## config.mk

```make
export PLATFORM = sky130hd
export DESIGN_NAME = sec_alarm_top
export DESIGN_NICKNAME = d
export VERILOG_FILES = /design/src/rtl/sec_alarm_pkg.sv /design/src/rtl/sec_alarm_counter.sv /design/src/rtl/sec_alarm_regs.sv /design/src/rtl/sec_alarm_top.sv
export SDC_FILE = /design/constraint.sdc
export NUM_CORES = 1
export LEC_CHECK = 0
export BUFFER_PORTS_ARGS = -buffer_cell sky130_fd_sc_hd__buf_2
export CAP_MARGIN = 15
export CORE_MARGIN = 2
export CORE_UTILIZATION = 40
export DETAILED_ROUTE_END_ITERATION = 16
export SLEW_MARGIN = 20
export SYNTH_ARGS = -nofsm -noshare
export SYNTH_HDL_FRONTEND = slang
export SYNTH_SLANG_ARGS = --single-unit
```

## constraint.sdc

```tcl
create_clock -name clk_i -period 3.6 [get_ports clk_i]
set_input_delay 0.72 -clock clk_i [delete_from_list [all_inputs] [get_ports clk_i]]
set_output_delay 0.72 -clock clk_i [all_outputs]
set_load 0.01 [all_outputs]
```

## src/rtl/sec_alarm_pkg.sv

```systemverilog
package sec_alarm_pkg;
  localparam logic [7:0] OFF_LOAD  = 8'h20;
  localparam logic [7:0] OFF_LEFT  = 8'h24;
  localparam logic [7:0] OFF_RUN   = 8'h28;
  localparam logic [7:0] OFF_IRQEN = 8'h2C;
  localparam logic [7:0] OFF_STAT  = 8'h30;
  localparam logic [7:0] OFF_WAKE  = 8'h50;

  typedef struct packed {
    logic run;
    logic irq_en;
    logic wake_en;
  } ctrl_t;
endpackage

```

## src/rtl/sec_alarm_counter.sv

```systemverilog
module sec_alarm_counter #(
  parameter int unsigned CNT_W = 32
) (
  input  logic             clk_i,
  input  logic             rst_ni,
  input  logic             tick_i,
  input  logic             run_i,
  input  logic             load_i,
  input  logic [CNT_W-1:0] load_val_i,
  output logic [CNT_W-1:0] cnt_o,
  output logic             expire_o
);
  logic [CNT_W-1:0] cnt_q;
  logic             step;

  assign step     = tick_i & run_i & (cnt_q != '0) & ~load_i;
  assign expire_o = step & (cnt_q == CNT_W'(1));
  assign cnt_o    = cnt_q;

  // load wins over a coincident tick
  always_ff @(posedge clk_i or negedge rst_ni) begin
    if (!rst_ni)     cnt_q <= '0;
    else if (load_i) cnt_q <= load_val_i;
    else if (step)   cnt_q <= cnt_q - CNT_W'(1);
  end
endmodule

```

## src/rtl/sec_alarm_regs.sv

```systemverilog
module sec_alarm_regs
  import sec_alarm_pkg::*;
#(
  parameter int unsigned ADDR_W = 8,
  parameter int unsigned DATA_W = 32,
  parameter int unsigned CNT_W  = 32
) (
  input  logic              clk_i,
  input  logic              rst_ni,
  input  logic              we_i,
  input  logic [ADDR_W-1:0] addr_i,
  input  logic [DATA_W-1:0] wdata_i,
  input  logic [CNT_W-1:0]  cnt_i,
  input  logic              expire_i,
  output ctrl_t             ctrl_o,
  output logic              pend_o,
  output logic              load_o,
  output logic [CNT_W-1:0]  load_val_o,
  output logic [DATA_W-1:0] rdata_o
);
  logic sel_load, sel_left, sel_run, sel_irqen, sel_stat, sel_wake;
  logic clr;
  ctrl_t            ctrl_q;
  logic             pend_q;
  logic [CNT_W-1:0] reload_q;

  assign sel_load  = addr_i == ADDR_W'(OFF_LOAD);
  assign sel_left  = addr_i == ADDR_W'(OFF_LEFT);
  assign sel_run   = addr_i == ADDR_W'(OFF_RUN);
  assign sel_irqen = addr_i == ADDR_W'(OFF_IRQEN);
  assign sel_stat  = addr_i == ADDR_W'(OFF_STAT);
  assign sel_wake  = addr_i == ADDR_W'(OFF_WAKE);

  assign load_o     = we_i & sel_load;
  assign load_val_o = wdata_i[CNT_W-1:0];
  assign clr        = we_i & sel_stat & wdata_i[0];

  always_ff @(posedge clk_i or negedge rst_ni) begin
    if (!rst_ni) begin
      ctrl_q   <= '0;
      pend_q   <= 1'b0;
      reload_q <= '0;
    end else begin
      if (we_i && sel_run)   ctrl_q.run     <= wdata_i[0];
      if (we_i && sel_irqen) ctrl_q.irq_en  <= wdata_i[0];
      if (we_i && sel_wake)  ctrl_q.wake_en <= wdata_i[0];
      if (load_o)            reload_q       <= load_val_o;
      // set beats clear
      pend_q <= expire_i | (pend_q & ~clr);
    end
  end

  always_comb begin
    rdata_o = '0;
    if (sel_load)       rdata_o = DATA_W'(reload_q);
    else if (sel_left)  rdata_o = DATA_W'(cnt_i);
    else if (sel_run)   rdata_o = DATA_W'(ctrl_q.run);
    else if (sel_irqen) rdata_o = DATA_W'(ctrl_q.irq_en);
    else if (sel_stat)  rdata_o = DATA_W'(pend_q);
    else if (sel_wake)  rdata_o = DATA_W'(ctrl_q.wake_en);
  end

  assign ctrl_o = ctrl_q;
  assign pend_o = pend_q;
endmodule

```

## src/rtl/sec_alarm_top.sv

```systemverilog
module sec_alarm_top
  import sec_alarm_pkg::*;
#(
  parameter int unsigned ADDR_W = 8,
  parameter int unsigned DATA_W = 32,
  parameter int unsigned CNT_W  = 32
) (
  input  logic              clk_i,
  input  logic              rst_ni,
  input  logic              tick_i,
  input  logic              we_i,
  input  logic [ADDR_W-1:0] addr_i,
  input  logic [DATA_W-1:0] wdata_i,
  output logic [DATA_W-1:0] rdata_o,
  output logic              irq_o,
  output logic              wake_o
);
  ctrl_t            ctrl;
  logic             pend_q;
  logic             load_w;
  logic [CNT_W-1:0] load_val_w;
  logic [CNT_W-1:0] cnt_q;
  logic             expire_w;

  sec_alarm_regs #(
    .ADDR_W(ADDR_W), .DATA_W(DATA_W), .CNT_W(CNT_W)
  ) regs_i (
    .clk_i     (clk_i),
    .rst_ni    (rst_ni),
    .we_i      (we_i),
    .addr_i    (addr_i),
    .wdata_i   (wdata_i),
    .cnt_i     (cnt_q),
    .expire_i  (expire_w),
    .ctrl_o    (ctrl),
    .pend_o    (pend_q),
    .load_o    (load_w),
    .load_val_o(load_val_w),
    .rdata_o   (rdata_o)
  );

  sec_alarm_counter #(.CNT_W(CNT_W)) cnt_i (
    .clk_i     (clk_i),
    .rst_ni    (rst_ni),
    .tick_i    (tick_i),
    .run_i     (ctrl.run),
    .load_i    (load_w),
    .load_val_i(load_val_w),
    .cnt_o     (cnt_q),
    .expire_o  (expire_w)
  );

  assign irq_o  = pend_q & ctrl.irq_en;
  assign wake_o = pend_q & ctrl.wake_en;
endmodule

```

Word level (Yosys, flattened, before mapping)
Index checks and enable logic that the tools add are counted.
{"block": "word_totals", "in_bits": 44, "elab_cells": 40, "ff_bits": 68, "output_inout_bits": 34}
{"block": "op_classes", "n_eq_ne": 7, "mux": 8, "bitwise_logic": 13, "addsub": 1, "reduce_logical": 5}
{"operator": "32-bit two-way mux", "n": 7}
{"operator": "8-bit by 6-bit equality test with 1-bit output (second input constant)", "n": 5}
{"operator": "32-bit by 1-bit equality test with 1-bit output (second input constant)", "n": 1}
{"operator": "32-bit nonzero test", "n": 1}
{"operator": "32-bit by 1-bit subtractor with 32-bit output (second input constant)", "n": 1}
{"operator": "1-bit AND", "n": 10}
{"operator": "8-bit by 7-bit equality test with 1-bit output (second input constant)", "n": 1}
{"operator": "1-bit logical AND", "n": 3}
{"operator": "1-bit NOT", "n": 2}
{"operator": "2-bit nonzero test", "n": 1}
{"operator": "1-bit two-way mux", "n": 1}
{"operator": "1-bit bitwise OR", "n": 1}

Logic depth before layout (Yosys ltp)
Gate-level depths: netlist of run 1.
{"block": "logic_depth", "word_depth": 7, "depth_mapped": 7}

Cells and area by module
A second synthesis of run 1 with hierarchy kept.
{"block": "hier_totals", "cells_unflattened": 444, "hier_area_um2": 4459.3}
{"module": "sec_alarm_regs", "instances": 1, "area_per_inst_um2": 2343.5, "cells_per_inst": 201}
{"module": "sec_alarm_counter", "instances": 1, "area_per_inst_um2": 2103.3, "cells_per_inst": 241}
{"module": "sec_alarm_top", "instances": 1, "area_per_inst_um2": 12.5, "cells_per_inst": 2}

Worst setup path after synthesis of run 1
No wires, ideal clock.
{"block": "synth_timing", "kind": "in2out", "startpoint": "in addr_i[7]", "endpoint": "out rdata_o[10]", "setup_slack_ns": 0.879, "arrival_ns": 2.001, "required_ns": 2.880, "path_buffers": 1, "path_stages": 5, "cell_sequence": "nor3_1 nand2_1 nor3_1 clkbuf_1 a22o_1"}
{"block": "synth_between", "elab_chain_len": 5, "elab_cells_between_ends": 8}
{"item": "from (decl)", "line_no": "sec_alarm_top.sv:12", "rtl": "input logic [ADDR_W-1:0] addr_i,"}
{"item": "8-bit by 6-bit equality test with 1-bit output", "line_no": "sec_alarm_regs.sv:30", "rtl": "assign sel_irqen = addr_i == ADDR_W'(OFF_IRQEN);"}
{"item": "32-bit two-way mux", "line_no": "sec_alarm_regs.sv:58", "rtl": "else if (sel_irqen) rdata_o = DATA_W'(ctrl_q.irq_en);"}
{"item": "32-bit two-way mux", "line_no": "sec_alarm_regs.sv:57", "rtl": "else if (sel_run) rdata_o = DATA_W'(ctrl_q.run);"}
{"item": "32-bit two-way mux", "line_no": "sec_alarm_regs.sv:56", "rtl": "else if (sel_left) rdata_o = DATA_W'(cnt_i);"}
{"item": "32-bit two-way mux (*)", "line_no": "sec_alarm_regs.sv:55", "rtl": "if (sel_load) rdata_o = DATA_W'(reload_q);"}
{"item": "to (decl)", "line_no": "sec_alarm_top.sv:14", "rtl": "output logic [DATA_W-1:0] rdata_o,"}
Every way passes the cells marked *; elsewhere a longest branch is shown, timed or not.

Final worst setup path of run 1
{"block": "layout_timing", "startpoint": "in addr_i[7]", "endpoint": "out rdata_o[21]"}
The elaborated chain is that of the path after synthesis.

==> results of run 1 <==
[per-stage QoR]
stage / utilization, % / std cells / power (µW) / instance area, µm² / worst slack [ns]
detailed placement: 46.23 / 593 / 1462 / 4232 / 0.5994
CTS: 48.24 / 609 / 2079 / 4415 / 0.5920
floorplan: - / 421 / 1330 / 3744 / 0.8792
global placement: 46.23 / 593 / 1451 / 4232 / 0.6785
finish: 48.24 / 609 / 2063 / 4415 / 0.5909
global route: 48.24 / 609 / 2192 / 4415 / 0.4180
[area by class of cell]
type / instances / share of cell area (%)
clock buffers: 11 / 2.975
clock inverters: 5 / 1.190
inverters: 4 / 0.3400
multi-input cells: 325 / 43.72
flip-flops and latches: 68 / 38.54
well taps: 111 / 3.145
repair buffers: 85 / 10.09
[layer usage]
metal | up-vias | GRT usage, %
met5 | - | 0
met4 | 0 | 5.690
met3 | 13 | 3.675
met2 | 95 | 30.92
met1 | 1670 | 29.10
li1 | 1700 | -
[path summary, 6_finish.rpt]
check	from	to	slack, ns
min	rst_ni	cnt_i.cnt_o[10]	0.36
max reg2reg	cnt_i.cnt_o[4]	cnt_i.cnt_o[7]	0.90
max	addr_i[7]	rdata_o[21]	0.59
min in group clk_i	regs_i.reload_q[5]	regs_i.reload_q[5]	0.48
min reg2reg	regs_i.reload_q[5]	regs_i.reload_q[5]	0.48
max in group asynchronous	rst_ni	cnt_i.cnt_o[1]	2.71
[placed cells by master, fill, tap and decap left out, types with 8 or more instances in the layout]
| cell | synthesis | final |
|---|---|---|
| nand2_1 | 108 | 107 |
| buf_2 | 0 | 77 |
| dfrtp_1 | 68 | 68 |
| a22o_1 | 31 | 31 |
| o21ai_0 | 21 | 21 |
| nor2_1 | 20 | 20 |
| or4_1 | 15 | 15 |
| nand3_1 | 14 | 14 |
| a31oi_1 | 13 | 13 |
| nor3_1 | 13 | 12 |
| or3_1 | 12 | 12 |
| clkbuf_8 | 0 | 9 |
| xor2_1 | 8 | 8 |
| buf_4 | 0 | 8 |
[power by group]
group | leakage, µW | internal [µW] | switching, µW
clock | 0.0000931 | 317 | 289
sequential | 0.000924 | 852 | 116
combinational | 0.00116 | 172 | 318
total | 0.00217 | 1340 | 723
[worst register-to-register path, delay by kind of cell (launching register included)]
family / cells / cell delay (ns)
compound gates: 2 / 0.88
flops: 1 / 0.44
simple gates: 3 / 1.22
[state kept, by name, summed over array words and instances, names as in the netlist]
register / flops
regs_i.reload_q: 32
cnt_i.cnt_o: 32
regs_i.pend_o: 1
regs_i.ctrl_o: 3
[logic make-up (layout without fill, tap and decap cells)]
family | Yosys count | after routing | share of synthesized area (%)
AND/OR/NAND/NOR | 216 | 216 | 28.41
AO/OA/AOI/OAI | 94 | 94 | 19.02
flip-flops | 68 | 68 | 45.45
buffers and inverters | 28 | 105 | 3.208
XOR/XNOR | 10 | 10 | 2.340
multiplexers | 3 | 3 | 0.9023
adder cells (fa/ha/maj) | 2 | 2 | 0.6683
==> results by group, run 1 <==
Timing
  – Max-slew violation count: 0
  – Crit share post-route: 83.59%
  – Hold WS: between 0.3 and 0.4 ns
  – Fin. Hold Viols: 0
  – Worst Max-Slew Pin Slew: 0.7904 ns
  – Relative slew margins: 46.86%
  – Total negative slack: 0 ns
  – Post-layout min period: roughly 3.0 ns
  – Setup violations, final: 0
  – Max Clk Rate: 0.3323 GHz
  – RSZ-0062 raised after global routing: false
  – Skew final: 0.01195 ns

Status
  – Run status: finished, final reports clean

Detailed routing
  – Met2 WL: ~4.3 mm
  – Iter 0 DRT Violations: 240
  – Vias/cell: 5.711
  – DR WL met3: 463 µm
  – DRT met1 WL: 4.847 mm
  – Residual DRC: 0
  – Top sig layer: met4
  – Vias after detailed routing: 3478
  – DRT Pass-1 Iters: 4
  – Final WL: 9.768 mm
  – Routed Antenna Nets: 0
  – Wire per inst: 16.04 µm

Logic synthesis
  – Post-synth top area cell: dfrtp_1
  – Dominant synthesized flop cell: dfrtp_1
  – Post-synth EDFFs: 0
  – Post-synthesis sequential area ratio: 45.45%
  – Post-synth top area share: 45.45%
  – Synthesized instance count: 421
  – Synth top area cells: dfrtp_1, nand2_1, a22o_1, or4_1, o21ai_0
  – Post-synth top cells: nand2_1, dfrtp_1, a22o_1, clkbuf_1, o21ai_0
  – Yosys warnings: 0
  – Post-Syn Nets: 467
  – Syn avg cell area: slightly below 9 µm²
  – Mapped cell area: 0.003744 mm²
  – Synth unique cells: 48
  – Async set or reset register ratio after synthesis: between 90% and 100%
  – Synth Register Bits: 68
  – Count leader, synth: nand2_1

Setup path
  – Worst Path Class, Setup: input port to primary output
  – Crit path cell chain: buf_2 > nor3_1 > nand2_1 > nor3_2 > buf_4 > a22o_1 > buf_2
  – Crit path depth: 7
  – Slowest stage delay, CP: 0.39 ns
  – Worst Path Max Fanout: 31
  – Worst EP arrival: 2.29 ns
  – Sum of buffers and inverters on the critical path: 3
  – CP startpoint kind: input port
  – CP max stage cell: nor3_1
  – Top Family by Delay on Critical Path: simple AND/OR/NAND/NOR gates
  – Most used cell, CP: buf_2
  – Worst endpoint required time: 2.88 ns
  – R2r worst-path depth: 5
  – Critical path capture point type: primary output

Die
  – Initial Util: 40.90%
  – IO Count: slightly below 80
  – Die Ht: 100.7 µm
  – Die area: 0.01015 mm²
  – Core box area: approximately 0.0092 mm²
  – Die Width: 100.7 µm
  – Row cnt: 35

Final layout
  – Nets@finish: 539
  – Footprint of the multi-input gates: ~0.0019 mm²
  – Storage cell area: roughly 0.0017 mm²
  – # diodes: 0
  – Layout cells sized above 1: around 23%
  – Area Overhead vs Synth: 17.95%
  – Number of fill cells: 924

Global route
  – Grt ovf: 0
  – Global-route wire length before repair: 16.30 mm
  – Antenna violations before repair: 0
  – Vias in the first global route: 3283
  – Gr usage total: between 20% and 30%
  – Largest net degree at the start of global routing: 65

Clock tree
  – Clk root buf: clkbuf_8
  – Cts repair resizes: 0
  – Num CTS Buffers: 9
  – Clk_lat worst skew: 0.35 ns
  – Post-CTS Setup Bufs: 0
  – CTS Buffer Depth: 2
  – Clock transition at path regs: 0.08 ns
  – TritonCTS clock tree: built
  – Clock Sinks: between 60 and 70
  – # H-tree levels: 3
  – Hold buffers post-CTS: 0

Pwr
  – P per Cell Area: 467.2 mW/mm²
  – Leakage power: 0.002173 µW
  – Peak VDD IR: 0.2364 mV

Placement
  – Routability cong.: 0.8942
  – Port bufs: 77
  – Placed wire-length estimate: between 6 and 7 mm

Min path
  – Worst Hold Class: input port to asynchronous set/reset pin

Job
  – Max Cap Violations: 0
No activity file was read; power rests on OpenSTA's default activity.
==> run 2: changes to the inputs <==
==> constraint.sdc (replaced) <==
create_clock -name clk_i -period 2.45 [get_ports clk_i]
set_input_delay 0.49 -clock clk_i [delete_from_list [all_inputs] [get_ports clk_i]]
set_output_delay 0.49 -clock clk_i [all_outputs]
set_load 0.01 [all_outputs]
==> results by group, run 2 (synthesis gave the netlist of run 1 again) <==
Final layout
  – Layout cells sized above 1: roughly 27%
  – Nets@finish: 562
  – Footprint of the multi-input gates: 0.001942 mm²
  – Most frequent cells in the layout: nand2_1, buf_2, dfrtp_1, a22o_1, buf_4
  – Number of fill cells: 906
  – Fin cells: 632
  – Commonest non-fill, non-tap cell in the layout: nand2_1
  – # diodes: 0
  – Storage cell area: 0.001702 mm²
  – Area Overhead vs Synth: 25.23%

Setup path
  – Slowest stage delay, CP: 0.51 ns
  – Worst endpoint required time: 2.72 ns
  – Worst EP arrival: 2.63 ns
  – Worst Path Class, Setup: register to register
  – CP startpoint kind: register
  – Reg-to-reg setup timing slack: 0.08 ns
  – Crit path cell chain: or3_1 > nor4_4 > o2111ai_4 > or4_1 > a31oi_1
  – CP max stage cell: or4_1
  – CP Launch Point: cnt_i.cnt_o[8]
  – Critical path capture point type: register
  – Worst Path Max Fanout: 10
  – RR Startpoint: cnt_i.cnt_o[8]

Timing
  – Total negative slack: 0 ns
  – Max-slew violation count: 0
  – Post-layout min period: 2.366 ns
  – Max Clk Rate: 0.4226 GHz
  – Skew final: 0.01077 ns
  – Crit share post-route: 96.57%
  – Final worst slack: 0.08392 ns
  – RSZ-0062 raised after global routing: true
  – Relative slew margins: 64.56%
  – Worst Max-Slew Pin Slew: 0.5275 ns
  – Fin. Hold Viols: 0
  – Setup violations, final: 0
  – Hold WS: 0.1626 ns

Clock tree
  – # H-tree levels: 3
  – Num CTS Buffers: 9
  – Clock transition at path regs: 0.07 ns
  – Clk root buf: clkbuf_8
  – CTS Buffer Depth: 2
  – Clock Sinks: 68
  – TritonCTS clock tree: built
  – Clk_lat worst skew: roughly 0.35 ns

Die
  – Die area: 0.01015 mm²
  – Core box area: 0.009153 mm²
  – Initial Util: 40.90%
  – Die Width: 100.7 µm
  – Die Ht: 100.7 µm
  – IO Count: 78
  – Row cnt: 35

Pwr
  – Leakage power: 0.002332 µW
  – P per Cell Area: 721.8 mW/mm²
  – Peak VDD IR: 0.2869 mV

Global route
  – Vias in the first global route: between 3000 and 4000
  – Grt ovf: 0
  – Largest net degree at the start of global routing: 69
  – Global-route wire length before repair: 17.34 mm
  – Gr usage total: 21.37%
  – Antenna violations before repair: 0

Placement
  – Setup WS pre-CTS: roughly 0.093 ns
  – Dpl cells: 616
  – Routability cong.: 0.8298
  – Placed wire-length estimate: around 7.0 mm
  – Port bufs: 77

Job
  – Max Cap Violations: 0

Detailed routing
  – Iter 0 DRT Violations: 131
  – Residual DRC: 0
  – Top sig layer: met4
  – DR WL met3: 425 µm
  – Met2 WL: 4.616 mm
  – Vias/cell: 5.707
  – DRT met1 WL: 4.941 mm
  – Wire per inst: 16.05 µm
  – DRT Pass-1 Iters: 4
  – Vias after detailed routing: 3607
  – Routed Antenna Nets: 0
  – Final WL: between 10 and 15 mm

Status
  – Run status: finished, final reports clean

Min path
  – Worst Hold Class: input port to asynchronous set/reset pin
-- run 2: cell count changes in the layout (fill, tap and decap cells not counted), moves of 2 or more --
cell,previous run,this run
clkbuf_8,9,12
buf_4,8,28
clkbuf_1,2,0
buf_12,0,3
-- run 2: layout make-up --
class,instances,share of cell area (%)
Clock buffer,12,3.523
Timing Repair Buffer,108,13.98
Tap cell,111,2.962
Sequential cell,68,36.30
Inverter,4,0.3203
Clock inverter,4,1.495
Multi-Input combinational cell,325,41.42
-- run 2: repair_timing --
action | CTS | global route
setup buffers | 0 | 0
hold buffers | 0 | 0
resized for setup | 0 | 3
endpoints found under the setup margin | 0 | 21
-- run 2: worst paths after layout --
| kind | cells after the start | endpoint |
|---|---|---|
| worst max-delay path | 5 | cnt_i.cnt_o[27] |
| worst min-delay path | 2 | regs_i.reload_q[15] |
| worst max register to register | 5 | cnt_i.cnt_o[27] |
| worst min register to register | 2 | regs_i.reload_q[27] |
| max in group asynchronous | 2 | regs_i.reload_q[0] |
| min in group clk_i | 3 | regs_i.reload_q[5] |
-- run 2: routing by layer --
metal  global-route usage (%)  vias to the layer above
met5                        0                        -
met4                    7.587                        0
met3                    3.537                       13
met2                    32.77                       98
met1                    30.55                     1746
li1                         -                     1750
-- run 2: through the flow --
stage	total power (µW)	area [µm²]	utilization [%]
5_1_grt	3591	4688	51.22
6_report	3384	4688	51.22
3_3_place_gp	2281	4442	48.53
3_5_place_dp	2300	4442	48.53
2_1_floorplan	1954	3744	-
4_1_cts	3401	4677	51.10
-- run 2: critical path: cells and delay by family (launching register included) --
kind | cells | cell delay [ns]
DFF | 1 | 0.46
AOI/OAI and AO/OA | 2 | 0.43
and+or+nand+nor | 3 | 1.40
-- run 2: where the power goes --
group | internal, µW | total (µW) | switching, µW
clock network | 654 | 1080 | 430
logic | 372 | 911 | 539
registers | 1250 | 1390 | 138
total | 2280 | 3380 | 1110
==> run 3: changes to the inputs <==
--- a/config.mk
+++ b/config.mk
@@ -13,4 +13,5 @@
 export SLEW_MARGIN = 20
 export SYNTH_ARGS = -nofsm -noshare
 export SYNTH_HDL_FRONTEND = slang
+export SYNTH_HIERARCHICAL = 1
 export SYNTH_SLANG_ARGS = --single-unit
==> results by group, run 3 <==
Die
  – Initial Util: roughly two fifths
  – Core box area: 0.01084 mm²
  – Die Ht: 109.6 µm
  – Row cnt: 38
  – IO Count: 78
  – Die Width: 109.6 µm
  – Die area: 0.01201 mm²

Setup path
  – Worst Path Max Fanout: 3
  – Worst endpoint required time: ~2.7 ns
  – Worst EP arrival: 2.74 ns
  – CP startpoint kind: register
  – Slowest stage delay, CP: 0.57 ns
  – CP max stage cell: or4_4
  – Worst Path Class, Setup: register to register
  – Most used cell, CP: or4_4
  – Critical path capture point type: register
  – Crit path cell chain: or4_4 > or4_4 > or4_4 > a311o_1 > nand3_1
  – Top Family by Delay on Critical Path: simple AND/OR/NAND/NOR gates
  – Sum of buffers and inverters on the critical path: 0

Detailed routing
  – Iter 0 DRT Violations: 133
  – Vias/cell: between 5 and 6
  – Wire per inst: around 16 µm
  – Final WL: 10.94 mm
  – Routed Antenna Nets: 0
  – DRT Pass-1 Iters: 4
  – Residual DRC: 0
  – Vias after detailed routing: 3665

Global route
  – Antenna violations before repair: 0
  – Gr usage total: about a fifth
  – Grt ovf: 0
  – Global-route wire length before repair: 18.15 mm
  – Vias in the first global route: 3626
  – Largest net degree at the start of global routing: 45

Pwr
  – Logic gate share of total power: 25.3%
  – Sequential Power Share: 39.5%
  – Int Pwr: about 2400 µW
  – Clk pwr share: 35.2%
  – P per Cell Area: slightly above 600 mW/mm²
  – Leakage power: 0.002691 µW
  – Net Sw Power: 963.7 µW
  – Peak VDD IR: 0.2916 mV
  – Sw frac: 28.85%

Logic synthesis
  – Dominant synthesized flop cell: dfrtp_1
  – Synth top area cells: dfrtp_1, mux2_4, mux2i_1, buf_4, nor2_1
  – Synthesized instance count: 444
  – Post-synth top area cell: dfrtp_1
  – Post-synth EDFFs: 0
  – Post-synth top area share: 38.16%
  – Synth Register Bits: 68
  – Syn avg cell area: 10.04 µm²
  – Mapped cell area: 0.004459 mm²
  – Post-Syn Nets: 490
  – Post-synth top cells: dfrtp_1, nor2_1, buf_4, mux2i_1, mux2_4
  – Async set or reset register ratio after synthesis: 100.0%
  – Synth unique cells: 53
  – Post-synthesis sequential area ratio: between 30% and 40%
  – Count leader, synth: dfrtp_1
  – Yosys warnings: 6

Final layout
  – Utilization after layout: 50.61%
  – Commonest non-fill, non-tap cell in the layout: buf_2
  – Layout cells sized above 1: 38.79%
  – Most frequent cells in the layout: buf_2, dfrtp_1, buf_4, nor2_1, mux2i_1
  – # diodes: 0
  – Area Overhead vs Synth: 23.04%
  – Nets@finish: roughly 600
  – Number of fill cells: 1043

Timing
  – Relative slew margins: about three fifths
  – Skew final: 0.01191 ns
  – Post-layout min period: 2.465 ns
  – Final worst slack: -0.01472 ns
  – Hold WS: 0.03280 ns
  – Total negative slack: -0.01472 ns
  – Max Clk Rate: 0.4057 GHz
  – Setup violations, final: 1
  – Fin. Hold Viols: 0
  – Worst Max-Slew Pin Slew: around 0.62 ns
  – RSZ-0062 raised after global routing: true
  – Crit share post-route: 100.6%
  – Max-slew violation count: 0

Job
  – Max Cap Violations: 0

Placement
  – Placed wire-length estimate: 7.649 mm
  – Routability cong.: 0.8572
  – Port bufs: 77

Clock tree
  – CTS Buffer Depth: 2
  – Clk_lat worst skew: ~0.35 ns
  – Clock transition at path regs: 0.08 ns
  – Num CTS Buffers: 9
  – TritonCTS clock tree: built
  – Clk root buf: clkbuf_8
  – Clock Sinks: slightly below 70
  – # H-tree levels: 3

Min path
  – Worst Hold Class: input port to asynchronous set/reset pin

Status
  – Run status: finished, violations left
  – Failing checks: negative setup slack
[run 3: cell types whose count changed in the layout (fill, tap and decap cells not counted), sizes merged, moves of 7 or more]
| cell | previous run | this run |
|---|---|---|
| nand2 | 108 | 21 |
| nor2 | 21 | 59 |
| buf | 108 | 139 |
| mux2i | 0 | 33 |
| mux2 | 3 | 36 |
| o21ai | 22 | 9 |
| xor2 | 8 | 1 |
| a22o | 31 | 0 |
[run 3: path summary, 6_finish.rpt]
path                            cells after the start                start  slack [ns]                  end
worst max register to register                      5       cnt_i/cnt_o[4]       -0.01       cnt_i/cnt_o[4]
worst min-delay path                                1               rst_ni        0.03     regs_i/ctrl_o[0]
max in group asynchronous                           2               rst_ni        1.82       cnt_i/cnt_o[1]
worst max-delay path                                5       cnt_i/cnt_o[4]       -0.01       cnt_i/cnt_o[4]
worst min register to register                      1  regs_i/reload_q[10]        0.51  regs_i/reload_q[10]
min in group clk_i                                  3          wdata_i[10]        0.36      cnt_i/cnt_o[10]
[run 3: logic make-up (layout without fill, tap and decap cells)]
logic type	Yosys count	count (layout)	synth area share [%]
DFF	68	68	38.16
adders and majority gates	2	2	0.5611
AOI/OAI and AO/OA	60	60	10.16
buffers and inverters	66	166	9.203
xor gates and xnor gates	3	3	0.5893
and+or+nand+nor	176	176	22.39
muxes	69	69	18.94
[run 3: area by class of cell]
cell class	count	area, µm²	share of cell area, %
timing repair buffer	140	904.6	16.49
tap	140	175.2	3.193
clock inverter	4	95.09	1.733
inverter	10	37.54	0.6842
clock buffer	12	155.1	2.828
sequential	68	1702	31.01
multi-input combinational	310	2417	44.06
[run 3: through the flow]
step | instances | instance area, µm² | setup slack (ns) | total power, µW
after floorplan | 444 | 4464 | -0.1244 | 1791
after global placement | 657 | 5066 | -0.06138 | 2074
after detailed placement | 657 | 5066 | -0.08109 | 2093
after CTS | 674 | 5338 | 0.006097 | 3293
after global routing | 684 | 5487 | -0.07168 | 3521
final | 684 | 5487 | -0.01472 | 3340
[run 3: metal layers]
| metal | vias up | wire (µm) | part of all wire [%] | global-route usage, % |
|---|---|---|---|---|
| li1 | 1789 | - | - | - |
| met1 | 1795 | 5380 | 49 | 27.09 |
| met2 | 73 | 5050 | 46 | 30.38 |
| met3 | 8 | 407 | 3.7 | 3.497 |
| met4 | 0 | 98 | 0.90 | 6.600 |
| met5 | - | 0 | 0 | 0 |
[run 3: timing repair]
| action | in CTS | in global routing |
|---|---|---|
| hold buffers | 0 | 0 |
| pin swaps | 0 | 17 |
| gates resized for setup | 3 | 11 |
| gates cloned | 0 | 1 |
| endpoints found under the setup margin | 3 | 20 |
| setup buffers | 1 | 9 |
[run 3: power by group through the flow]
stage	combinational (µW)	sequential, µW	clock (µW)
finish	844	1320	1180
global route	928	1330	1260
CTS	774	1320	1200
detailed placement	758	1340	0
global placement	745	1330	0
floorplan	455	1340	0
